<file path="src/rtl/uart_lb_pkg.sv">
package uart_lb_pkg;
    typedef enum logic [2:0] {
        S_IDLE,
        S_START,
        S_DATA,
        S_PAR,
        S_STOP
    } ser_st_e;

    localparam logic [2:0] A_DATA  = 3'd0;
    localparam logic [2:0] A_IEN   = 3'd1;
    localparam logic [2:0] A_LCTL  = 3'd2;
    localparam logic [2:0] A_MCTL  = 3'd3;
    localparam logic [2:0] A_LSTAT = 3'd4;
    localparam logic [2:0] A_MSTAT = 3'd5;

    localparam int BYTE_W   = 8;
    localparam int MC_RTS   = 0;
    localparam int MC_LOOP  = 4;
endpackage

</file>
<file path="src/rtl/uart_lb_tick.sv">
module uart_lb_tick #(
    parameter int DIV = 4
) (
    input  logic clk,
    input  logic rst_n,
    output logic tick_o
);
    localparam int CW = (DIV > 1) ? $clog2(DIV) : 1;

    typedef struct packed {
        logic [CW-1:0] cnt;
        logic          tick;
    } tick_t;

    tick_t d, q;

    always_comb begin
        d = q;
        if (q.cnt == CW'(DIV - 1)) begin
            d.cnt  = '0;
            d.tick = 1'b1;
        end else begin
            d.cnt  = q.cnt + 1'b1;
            d.tick = 1'b0;
        end
    end

    always_ff @(posedge clk or negedge rst_n) begin
        if (!rst_n) q <= '0;
        else        q <= d;
    end

    assign tick_o = q.tick;
endmodule

</file>
<file path="src/rtl/uart_lb_tx.sv">
module uart_lb_tx
    import uart_lb_pkg::*;
#(
    parameter int OVS = 16
) (
    input  logic              clk,
    input  logic              rst_n,
    input  logic              tick_i,
    input  logic              start_i,
    input  logic [BYTE_W-1:0] data_i,
    input  logic              par_en_i,
    input  logic              par_even_i,
    output logic              txd_o,
    output logic              busy_o
);
    localparam int TW = $clog2(OVS);
    localparam int BW = $clog2(BYTE_W);

    typedef struct packed {
        ser_st_e           st;
        logic [TW-1:0]     tcnt;
        logic [BW-1:0]     bitn;
        logic [BYTE_W-1:0] sh;
        logic              pen;
        logic              pbit;
        logic              txd;
    } tx_t;

    tx_t d, q;

    always_comb begin
        d = q;
        if (q.st == S_IDLE) begin
            d.txd = 1'b1;
            if (start_i) begin
                d.st   = S_START;
                d.sh   = data_i;
                d.tcnt = '0;
                d.bitn = '0;
                d.txd  = 1'b0;
                d.pen  = par_en_i;
                d.pbit = (^data_i) ^ !par_even_i;
            end
        end else if (tick_i) begin
            if (q.tcnt == TW'(OVS - 1)) begin
                d.tcnt = '0;
                case (q.st)
                    S_START: begin
                        d.st  = S_DATA;
                        d.txd = q.sh[0];
                    end
                    S_DATA: begin
                        if (q.bitn == BW'(BYTE_W - 1)) begin
                            if (q.pen) begin
                                d.st  = S_PAR;
                                d.txd = q.pbit;
                            end else begin
                                d.st  = S_STOP;
                                d.txd = 1'b1;
                            end
                        end else begin
                            d.bitn = q.bitn + 1'b1;
                            d.sh   = {1'b0, q.sh[BYTE_W-1:1]};
                            d.txd  = q.sh[1];
                        end
                    end
                    S_PAR: begin
                        d.st  = S_STOP;
                        d.txd = 1'b1;
                    end
                    default: begin
                        d.st  = S_IDLE;
                        d.txd = 1'b1;
                    end
                endcase
            end else begin
                d.tcnt = q.tcnt + 1'b1;
            end
        end
    end

    always_ff @(posedge clk or negedge rst_n) begin
        if (!rst_n) begin
            q      <= '0;
            q.st   <= S_IDLE;
            q.txd  <= 1'b1;
        end else begin
            q <= d;
        end
    end

    assign txd_o  = q.txd;
    assign busy_o = (q.st != S_IDLE);

    // line rests at mark whenever the shifter is idle
    a_r2_idle_mark: assert property (@(posedge clk) disable iff (!rst_n)
        (q.st == S_IDLE) |-> q.txd);

    // a frame always opens with a low start bit
    a_r2_start_low: assert property (@(posedge clk) disable iff (!rst_n)
        (q.st == S_IDLE && start_i) |=> (q.st == S_START && !q.txd));
endmodule

</file>
<file path="src/rtl/uart_lb_rx.sv">
module uart_lb_rx
    import uart_lb_pkg::*;
#(
    parameter int OVS = 16
) (
    input  logic              clk,
    input  logic              rst_n,
    input  logic              tick_i,
    input  logic              line_i,
    input  logic              par_en_i,
    input  logic              par_even_i,
    output logic              done_o,
    output logic [BYTE_W-1:0] data_o,
    output logic              perr_o,
    output logic              ferr_o,
    output logic              busy_o
);
    localparam int TW = $clog2(OVS);
    localparam int BW = $clog2(BYTE_W);

    typedef struct packed {
        ser_st_e           st;
        logic [TW-1:0]     tcnt;
        logic [BW-1:0]     bitn;
        logic [BYTE_W-1:0] sh;
        logic              pbad;
        logic              done;
        logic [BYTE_W-1:0] data;
        logic              perr;
        logic              ferr;
    } rx_t;

    rx_t d, q;

    always_comb begin
        d      = q;
        d.done = 1'b0;
        if (tick_i) begin
            case (q.st)
                S_IDLE: begin
                    if (!line_i) begin
                        d.st   = S_START;
                        d.tcnt = '0;
                        d.pbad = 1'b0;
                    end
                end
                S_START: begin
                    if (q.tcnt == TW'(OVS / 2 - 1)) begin
                        d.tcnt = '0;
                        d.bitn = '0;
                        d.st   = line_i ? S_IDLE : S_DATA;
                    end else begin
                        d.tcnt = q.tcnt + 1'b1;
                    end
                end
                S_DATA: begin
                    if (q.tcnt == TW'(OVS - 1)) begin
                        d.tcnt = '0;
                        d.sh   = {line_i, q.sh[BYTE_W-1:1]};
                        if (q.bitn == BW'(BYTE_W - 1))
                            d.st = par_en_i ? S_PAR : S_STOP;
                        else
                            d.bitn = q.bitn + 1'b1;
                    end else begin
                        d.tcnt = q.tcnt + 1'b1;
                    end
                end
                S_PAR: begin
                    if (q.tcnt == TW'(OVS - 1)) begin
                        d.tcnt = '0;
                        d.pbad = (line_i != ((^q.sh) ^ !par_even_i));
                        d.st   = S_STOP;
                    end else begin
                        d.tcnt = q.tcnt + 1'b1;
                    end
                end
                default: begin
                    if (q.tcnt == TW'(OVS - 1)) begin
                        d.tcnt = '0;
                        d.done = 1'b1;
                        d.data = q.sh;
                        d.perr = q.pbad;
                        d.ferr = !line_i;
                        d.st   = S_IDLE;
                    end else begin
                        d.tcnt = q.tcnt + 1'b1;
                    end
                end
            endcase
        end
    end

    always_ff @(posedge clk or negedge rst_n) begin
        if (!rst_n) begin
            q    <= '0;
            q.st <= S_IDLE;
        end else begin
            q <= d;
        end
    end

    assign done_o = q.done;
    assign data_o = q.data;
    assign perr_o = q.perr;
    assign ferr_o = q.ferr;
    assign busy_o = (q.st != S_IDLE);

    // completion is a single-cycle pulse that leaves the shifter idle
    a_r3_done_pulse: assert property (@(posedge clk) disable iff (!rst_n)
        q.done |-> (!d.done && q.st == S_IDLE));
endmodule

</file>
<file path="src/rtl/uart_lb_core.sv">
module uart_lb_core
    import uart_lb_pkg::*;
#(
    parameter int DIV = 4,
    parameter int OVS = 16
) (
    input  logic       clk,
    input  logic       rst_n,
    input  logic       wr_en,
    input  logic       rd_en,
    input  logic [2:0] addr,
    input  logic [7:0] wdata,
    output logic [7:0] rdata,
    output logic       txd_o,
    input  logic       rxd_i,
    output logic       rts_n_o,
    input  logic       cts_n_i,
    output logic       irq_o
);
    typedef struct packed {
        logic [BYTE_W-1:0] thr;
        logic              thr_full;
        logic [BYTE_W-1:0] rbr;
        logic              dr;
        logic              oe;
        logic              pe;
        logic              fe;
        logic [2:0]        ien;
        logic              pen;
        logic              peven;
        logic              rts;
        logic              lb_req;
        logic              lb_act;
        logic              rx_s1;
        logic              rx_s2;
        logic              cts_s1;
        logic              cts_s2;
    } core_t;

    core_t r_d, r_q;

    logic              tick;
    logic              tx_line, tx_busy, tx_load;
    logic              rx_line, rx_busy, rx_done, rx_perr, rx_ferr;
    logic [BYTE_W-1:0] rx_data;
    logic              cts_stat;

    uart_lb_tick #(.DIV(DIV)) u_tick (
        .clk    (clk),
        .rst_n  (rst_n),
        .tick_o (tick)
    );

    uart_lb_tx #(.OVS(OVS)) u_tx (
        .clk        (clk),
        .rst_n      (rst_n),
        .tick_i     (tick),
        .start_i    (tx_load),
        .data_i     (r_q.thr),
        .par_en_i   (r_q.pen),
        .par_even_i (r_q.peven),
        .txd_o      (tx_line),
        .busy_o     (tx_busy)
    );

    uart_lb_rx #(.OVS(OVS)) u_rx (
        .clk        (clk),
        .rst_n      (rst_n),
        .tick_i     (tick),
        .line_i     (rx_line),
        .par_en_i   (r_q.pen),
        .par_even_i (r_q.peven),
        .done_o     (rx_done),
        .data_o     (rx_data),
        .perr_o     (rx_perr),
        .ferr_o     (rx_ferr),
        .busy_o     (rx_busy)
    );

    // loopback routing
    assign rx_line  = r_q.lb_act ? tx_line : r_q.rx_s2;
    assign txd_o    = r_q.lb_act | tx_line;
    assign rts_n_o  = r_q.lb_act | !r_q.rts;
    assign cts_stat = r_q.lb_act ? r_q.rts : !r_q.cts_s2;
    assign tx_load  = r_q.thr_full & !tx_busy;

    always_comb begin
        r_d        = r_q;
        r_d.rx_s1  = rxd_i;
        r_d.rx_s2  = r_q.rx_s1;
        r_d.cts_s1 = cts_n_i;
        r_d.cts_s2 = r_q.cts_s1;

        if (tx_load) r_d.thr_full = 1'b0;

        if (!tx_busy && !rx_busy) r_d.lb_act = r_q.lb_req;

        if (wr_en) begin
            case (addr)
                A_DATA: begin
                    r_d.thr      = wdata;
                    r_d.thr_full = 1'b1;
                end
                A_IEN:  r_d.ien = wdata[2:0];
                A_LCTL: begin
                    r_d.pen   = wdata[0];
                    r_d.peven = wdata[1];
                end
                A_MCTL: begin
                    r_d.rts    = wdata[MC_RTS];
                    r_d.lb_req = wdata[MC_LOOP];
                end
                default: ;
            endcase
        end

        if (rd_en && addr == A_DATA) r_d.dr = 1'b0;
        if (rd_en && addr == A_LSTAT) begin
            r_d.oe = 1'b0;
            r_d.pe = 1'b0;
            r_d.fe = 1'b0;
        end

        if (rx_done) begin
            r_d.rbr = rx_data;
            r_d.oe  = r_d.oe | (r_q.dr & !(rd_en && addr == A_DATA));
            r_d.dr  = 1'b1;
            r_d.pe  = rx_perr;
            r_d.fe  = rx_ferr;
        end
    end

    always_ff @(posedge clk or negedge rst_n) begin
        if (!rst_n) begin
            r_q        <= '0;
            r_q.rx_s1  <= 1'b1;
            r_q.rx_s2  <= 1'b1;
            r_q.cts_s1 <= 1'b1;
            r_q.cts_s2 <= 1'b1;
        end else begin
            r_q <= r_d;
        end
    end

    always_comb begin
        case (addr)
            A_DATA:  rdata = r_q.rbr;
            A_IEN:   rdata = {5'b0, r_q.ien};
            A_LCTL:  rdata = {6'b0, r_q.peven, r_q.pen};
            A_MCTL:  rdata = {3'b0, r_q.lb_req, 3'b0, r_q.rts};
            A_LSTAT: rdata = {1'b0, !r_q.thr_full && !tx_busy, !r_q.thr_full,
                              1'b0, r_q.fe, r_q.pe, r_q.oe, r_q.dr};
            A_MSTAT: rdata = {7'b0, cts_stat};
            default: rdata = 8'h00;
        endcase
    end

    assign irq_o = (r_q.ien[0] & r_q.dr)
                 | (r_q.ien[1] & !r_q.thr_full)
                 | (r_q.ien[2] & (r_q.oe | r_q.pe | r_q.fe));

    // a completed character raises data ready on the next cycle
    a_r3_dr_set: assert property (@(posedge clk) disable iff (!rst_n)
        rx_done |=> r_q.dr);

    // a character landing on an unread buffer flags overrun
    a_r10_overrun: assert property (@(posedge clk) disable iff (!rst_n)
        (rx_done && r_q.dr && !(rd_en && addr == A_DATA)) |=> r_q.oe);

    // a status read with no new character leaves the error flags clear
    a_r11_err_clear: assert property (@(posedge clk) disable iff (!rst_n)
        (rd_en && addr == A_LSTAT && !rx_done) |=> (!r_q.oe && !r_q.pe && !r_q.fe));

    // the routing only switches while both shifters were idle
    a_r7_lb_switch_idle: assert property (@(posedge clk) disable iff (!rst_n)
        (r_q.lb_act != $past(r_q.lb_act)) |-> $past(!tx_busy && !rx_busy));
endmodule

</file>
<file path="config.mk">
export PLATFORM = sky130hd
export DESIGN_NAME = uart_lb_core
export DESIGN_NICKNAME = d
export VERILOG_FILES = /design/src/rtl/uart_lb_pkg.sv /design/src/rtl/uart_lb_tick.sv /design/src/rtl/uart_lb_tx.sv /design/src/rtl/uart_lb_rx.sv /design/src/rtl/uart_lb_core.sv
export SDC_FILE = /design/constraint.sdc
export NUM_CORES = 1
export LEC_CHECK = 0
export BUFFER_PORTS_ARGS = -buffer_cell sky130_fd_sc_hd__buf_2
export CELL_PAD_IN_SITES_DETAIL_PLACEMENT = 1
export CELL_PAD_IN_SITES_GLOBAL_PLACEMENT = 1
export CORE_UTILIZATION = 51
export CTS_BUF_LIST = sky130_fd_sc_hd__clkbuf_4 sky130_fd_sc_hd__clkbuf_8
export DETAILED_ROUTE_END_ITERATION = 12
export PLACE_DENSITY_LB_ADDON = 0.1
export SYNTH_ARGS = -nofsm -noshare
export SYNTH_HDL_FRONTEND = slang
export SYNTH_HIERARCHICAL = 1
export SYNTH_SLANG_ARGS = --single-unit
</file>
<file path="constraint.sdc">
create_clock -name clk -period 3.78 [get_ports clk]
set_input_delay 0.756 -clock clk [delete_from_list [all_inputs] [get_ports clk]]
set_output_delay 0.756 -clock clk [all_outputs]
set_load 0.005 [all_outputs]
</file>
==> metrics.md <==
| Metric | Value |
|---|---|
| Run status | `completed` |
| TritonCTS sink count | `87` |
| Static leakage power | `0.002198 uW` |
| Number of I/O pins | `28` |
| Insertion delay of the later-clocked pin in the worst-skew pair | `360 ps` |
| Post-CTS Hold Buffers | `0` |
| Number of pins with negative max-slew slack in the final report | `0` |
| Syn Area/Cell | `11.98 um2` |
| Timing-limited maximum frequency | `0.3306 GHz` |
| Count of flip-flops with a built-in enable after synthesis | `0` |
| Clock Skews | `between 10 and 15 ps` |
| DR vias | `2,836` |
| Xor/xnor share of the synthesized area | `3.615%` |
| Die Footprint | `0.008994 mm2` |
| Number of core rows | `33` |
| Adder and majority cell fraction of the synthesized area | `1.993%` |
| Final worst-path cycle share | `80.01%` |
| Critical Path End Type | `output port` |
| Setup Total Neg Slack | `0 ps` |
| Synth cell types | `70` |
| Number of instances in the synthesized netlist | `between 300 and 400` |
| Core outline area | `0.008258 mm2` |
| Cell type contributing the most total cell area after synthesis | `dfrtp_1` |
| Most area-consuming cells after synthesis | `dfrtp_1 47%, mux2_2 12%, dfstp_2 3.0%` |
| Chip width | `~95 um` |
| Post-cts resize count | `0` |
| Syn_nets | `around 390` |
| Routability Congestion | `0.7586` |
| Async SR Flop Fraction | `between 90% and 100%` |
| Largest net degree at the start of global routing | `43` |
| Data arrival time of the critical path | `2270 ps` |
| Root buffer cell | `clkbuf_8` |
| PwrDens | `541.9 mW/mm2` |
| Most numerous cell in the Yosys netlist | `dfrtp_1` |
| Type of the setup path with the least slack | `flop to output port` |
| Largest family of logic cells by synthesized area | `simple AND/OR/NAND/NOR gates` |
| Complex-gate fraction of the synthesized area | `11.36%` |
| Proportion of netlist area held by the largest area contributor | `46.68%` |
| Time the worst path needs with I/O delays and setup | `3024 ps` |
| Clock-pin slew reported for the worst setup and hold paths after clock tree synthesis | `90 ps` |
| Fraction of layout instances using a drive strength above 1 | `31.69%` |
| Critical-path maximum fanout | `13` |
| Total iterations of the first detailed-routing run | `4` |
| Worst path required time | `3020 ps` |
| Number of endpoints with negative hold slack in the final report | `0` |
| Dominant synthesized flop cell | `dfrtp_1` |
| Worst-case reg-to-reg path depth | `7` |
| Number of global-route vias before repair | `2,952` |
| Mean number of vias per cell | `5.788` |
| Half-perimeter wire length after placement | `6621 um` |
| Area added between synthesis and finish | `6.718%` |
| Maxcap violations | `0` |
| Proportion of synthesized chip area in sequential cells | `49.67%` |
| Clock tree from TritonCTS | `built` |
| Die Height | `94.84 um` |
| Critical path launch point type | `flop` |
| Initial detailed-routing violation count | `88` |
| Number of antenna-violating nets in the routed design | `0` |
| Post-CTS Setup Bufs | `0` |
| All-layer global routing usage | `22.38%` |
| Largest voltage drop on the vdd net | `0.0003104 V` |
| DR DRC count | `0` |
| Antenna violations before repair | `0` |
| Diodes inserted | `0` |
| Count of buffers from port buffering | `27` |
| Synthesized-area fraction occupied by and/or/nand/nor cells | `14.40%` |
| Worst min path class | `input pin to async pin` |
| Unrepaired setup endpoints after global routing | `no` |
| Count of warnings emitted by yosys | `6` |
| Routed length per instance | `18.46 um` |
| CTS Buf Count | `9` |
| Final number of setup-violating endpoints | `0` |
| Final Routed Wirelength | `9045 um` |
| Relative slew slack | `43.68%` |
| Clock buffer depth | `2` |
| Syn Std Cell Area | `approximately 0.0044 mm2` |
| Post-synthesis register bit count | `87` |
| Total overflow reported by the global router | `0` |
| Deepest level of the CTS H-tree | `3` |
| Pin slew with the least headroom to its limit | `841.6 ps` |
| Top cell types by occurrence after synthesis | `82 x dfrtp_1, 48 x mux2_2, 25 x nand2_1` |
| Multiplexer area fraction after synthesis | `13.66%` |
| First-pass GRT wire length | `15,120 um` |
| Initial core utilization | `a little over half` |
| Core Util, Final | `a little under three fifths` |
| # nets final | `404` |
| # fillers | `between 800 and 900` |
layer usage:
metal  vias to the layer above  part of all wire, %  GRT usage [%]  wire length [um]
met5                         -                    0              0                 0
met4                         0                 0.77          5.177                70
met3                         6                  2.4          5.395               221
li1                       1357                    -              -                 -
met2                        28                   52          37.71              4698
met1                      1445                   45          29.12              4055
flip-flops by register name, summed over array words and instances, names as in the netlist:
name           count
r_q               31
u_tx/q            20
u_rx/q            19
u_rx/data_o        8
r_d                2
u_tick/q           2
u_rx/done_o        1
u_rx/ferr_o        1
u_rx/perr_o        1
u_tick/tick_o      1
u_tx/txd_o         1
through the flow:
| step | hold WS, ps | instances | setup WS [ps] | area [um2] | power, uW |
|---|---|---|---|---|---|
| 3_3_place_gp | 345.8 | 474 | 1161 | 4481 | 1843 |
| 6_report | 361.1 | 490 | 755.5 | 4691 | 2542 |
| 2_1_floorplan | 345.2 | 367 | 1515 | 4395 | 1721 |
| 5_1_grt | 368.5 | 490 | 539.2 | 4691 | 2698 |
| 3_5_place_dp | 350.3 | 474 | 1141 | 4481 | 1880 |
| 4_1_cts | 364.0 | 490 | 739.4 | 4691 | 2573 |
logic make-up (layout without fill, tap and decap cells):
family | after synthesis | after routing
AO/OA/AOI/OAI | 68 | 68
XOR/XNOR | 15 | 15
adder cells (fa/ha/maj) | 7 | 7
buffers and inverters | 35 | 53
flip-flops | 87 | 87
multiplexers | 54 | 54
AND/OR/NAND/NOR | 101 | 101
cells in the final DEF (no fill, tap or decap), drive strengths merged, types with 3 or more instances in the layout:
cell type / count
and3: 11
a211oi: 3
nand2b: 6
clkbuf: 9
nand3b: 3
a22o: 4
nor3: 9
ha: 7
dfrtp: 82
nand3: 7
o21ai: 19
a21o: 5
nor4b: 3
mux2i: 6
dfstp: 5
xnor2: 12
a221o: 8
a21oi: 6
a31oi: 4
mux2: 48
nand2: 26
inv: 11
buf: 30
nor3b: 5
nand4: 4
nor2: 14
final cells by class:
class	instances	area, um2	area share (%)
multi-input combinational	245	1979	42.20
sequential	87	2183	46.55
clock buffer	9	123.9	2.641
inverter	7	26.28	0.5601
tap	105	131.4	2.801
timing repair buffer	30	160.2	3.414
clock inverter	7	86.33	1.840
power by group:
part	internal, uW	switching [uW]	leakage (uW)
Combinational	306	261	0.000964
Clock	320	361	0.000104
Sequential	1090	206	0.00113
Total	1710	828	0.00220
final timing paths:
kind	start	end	slack, ps
setup reg to reg	u_tx/q[19]$_DFFE_PN0P_	u_tx/q[4]$_DFFE_PN0P_	1200
hold / removal	rst_n	u_tx/q[13]$_DFFE_PN0P_	360
hold reg to reg	r_d[2]$_DFF_PN1_	r_q[2]$_DFF_PN1_	360
max in group asynchronous	rst_n	u_tx/txd_o$_DFFE_PN1P_	2650
setup / recovery	u_tx/q[19]$_DFFE_PN0P_	rdata[6]	760
min in group clk	r_d[2]$_DFF_PN1_	r_q[2]$_DFF_PN1_	360
worst max-delay path: stages, from the launching register on:
cell	delay [ps]
dfrtp_1	510
nor3_2	640
inv_2	180
nor3b_1	220
a21oi_1	60
nor3_1	150
buf_2	150
Note: power is estimated with default switching activity, not from simulation.
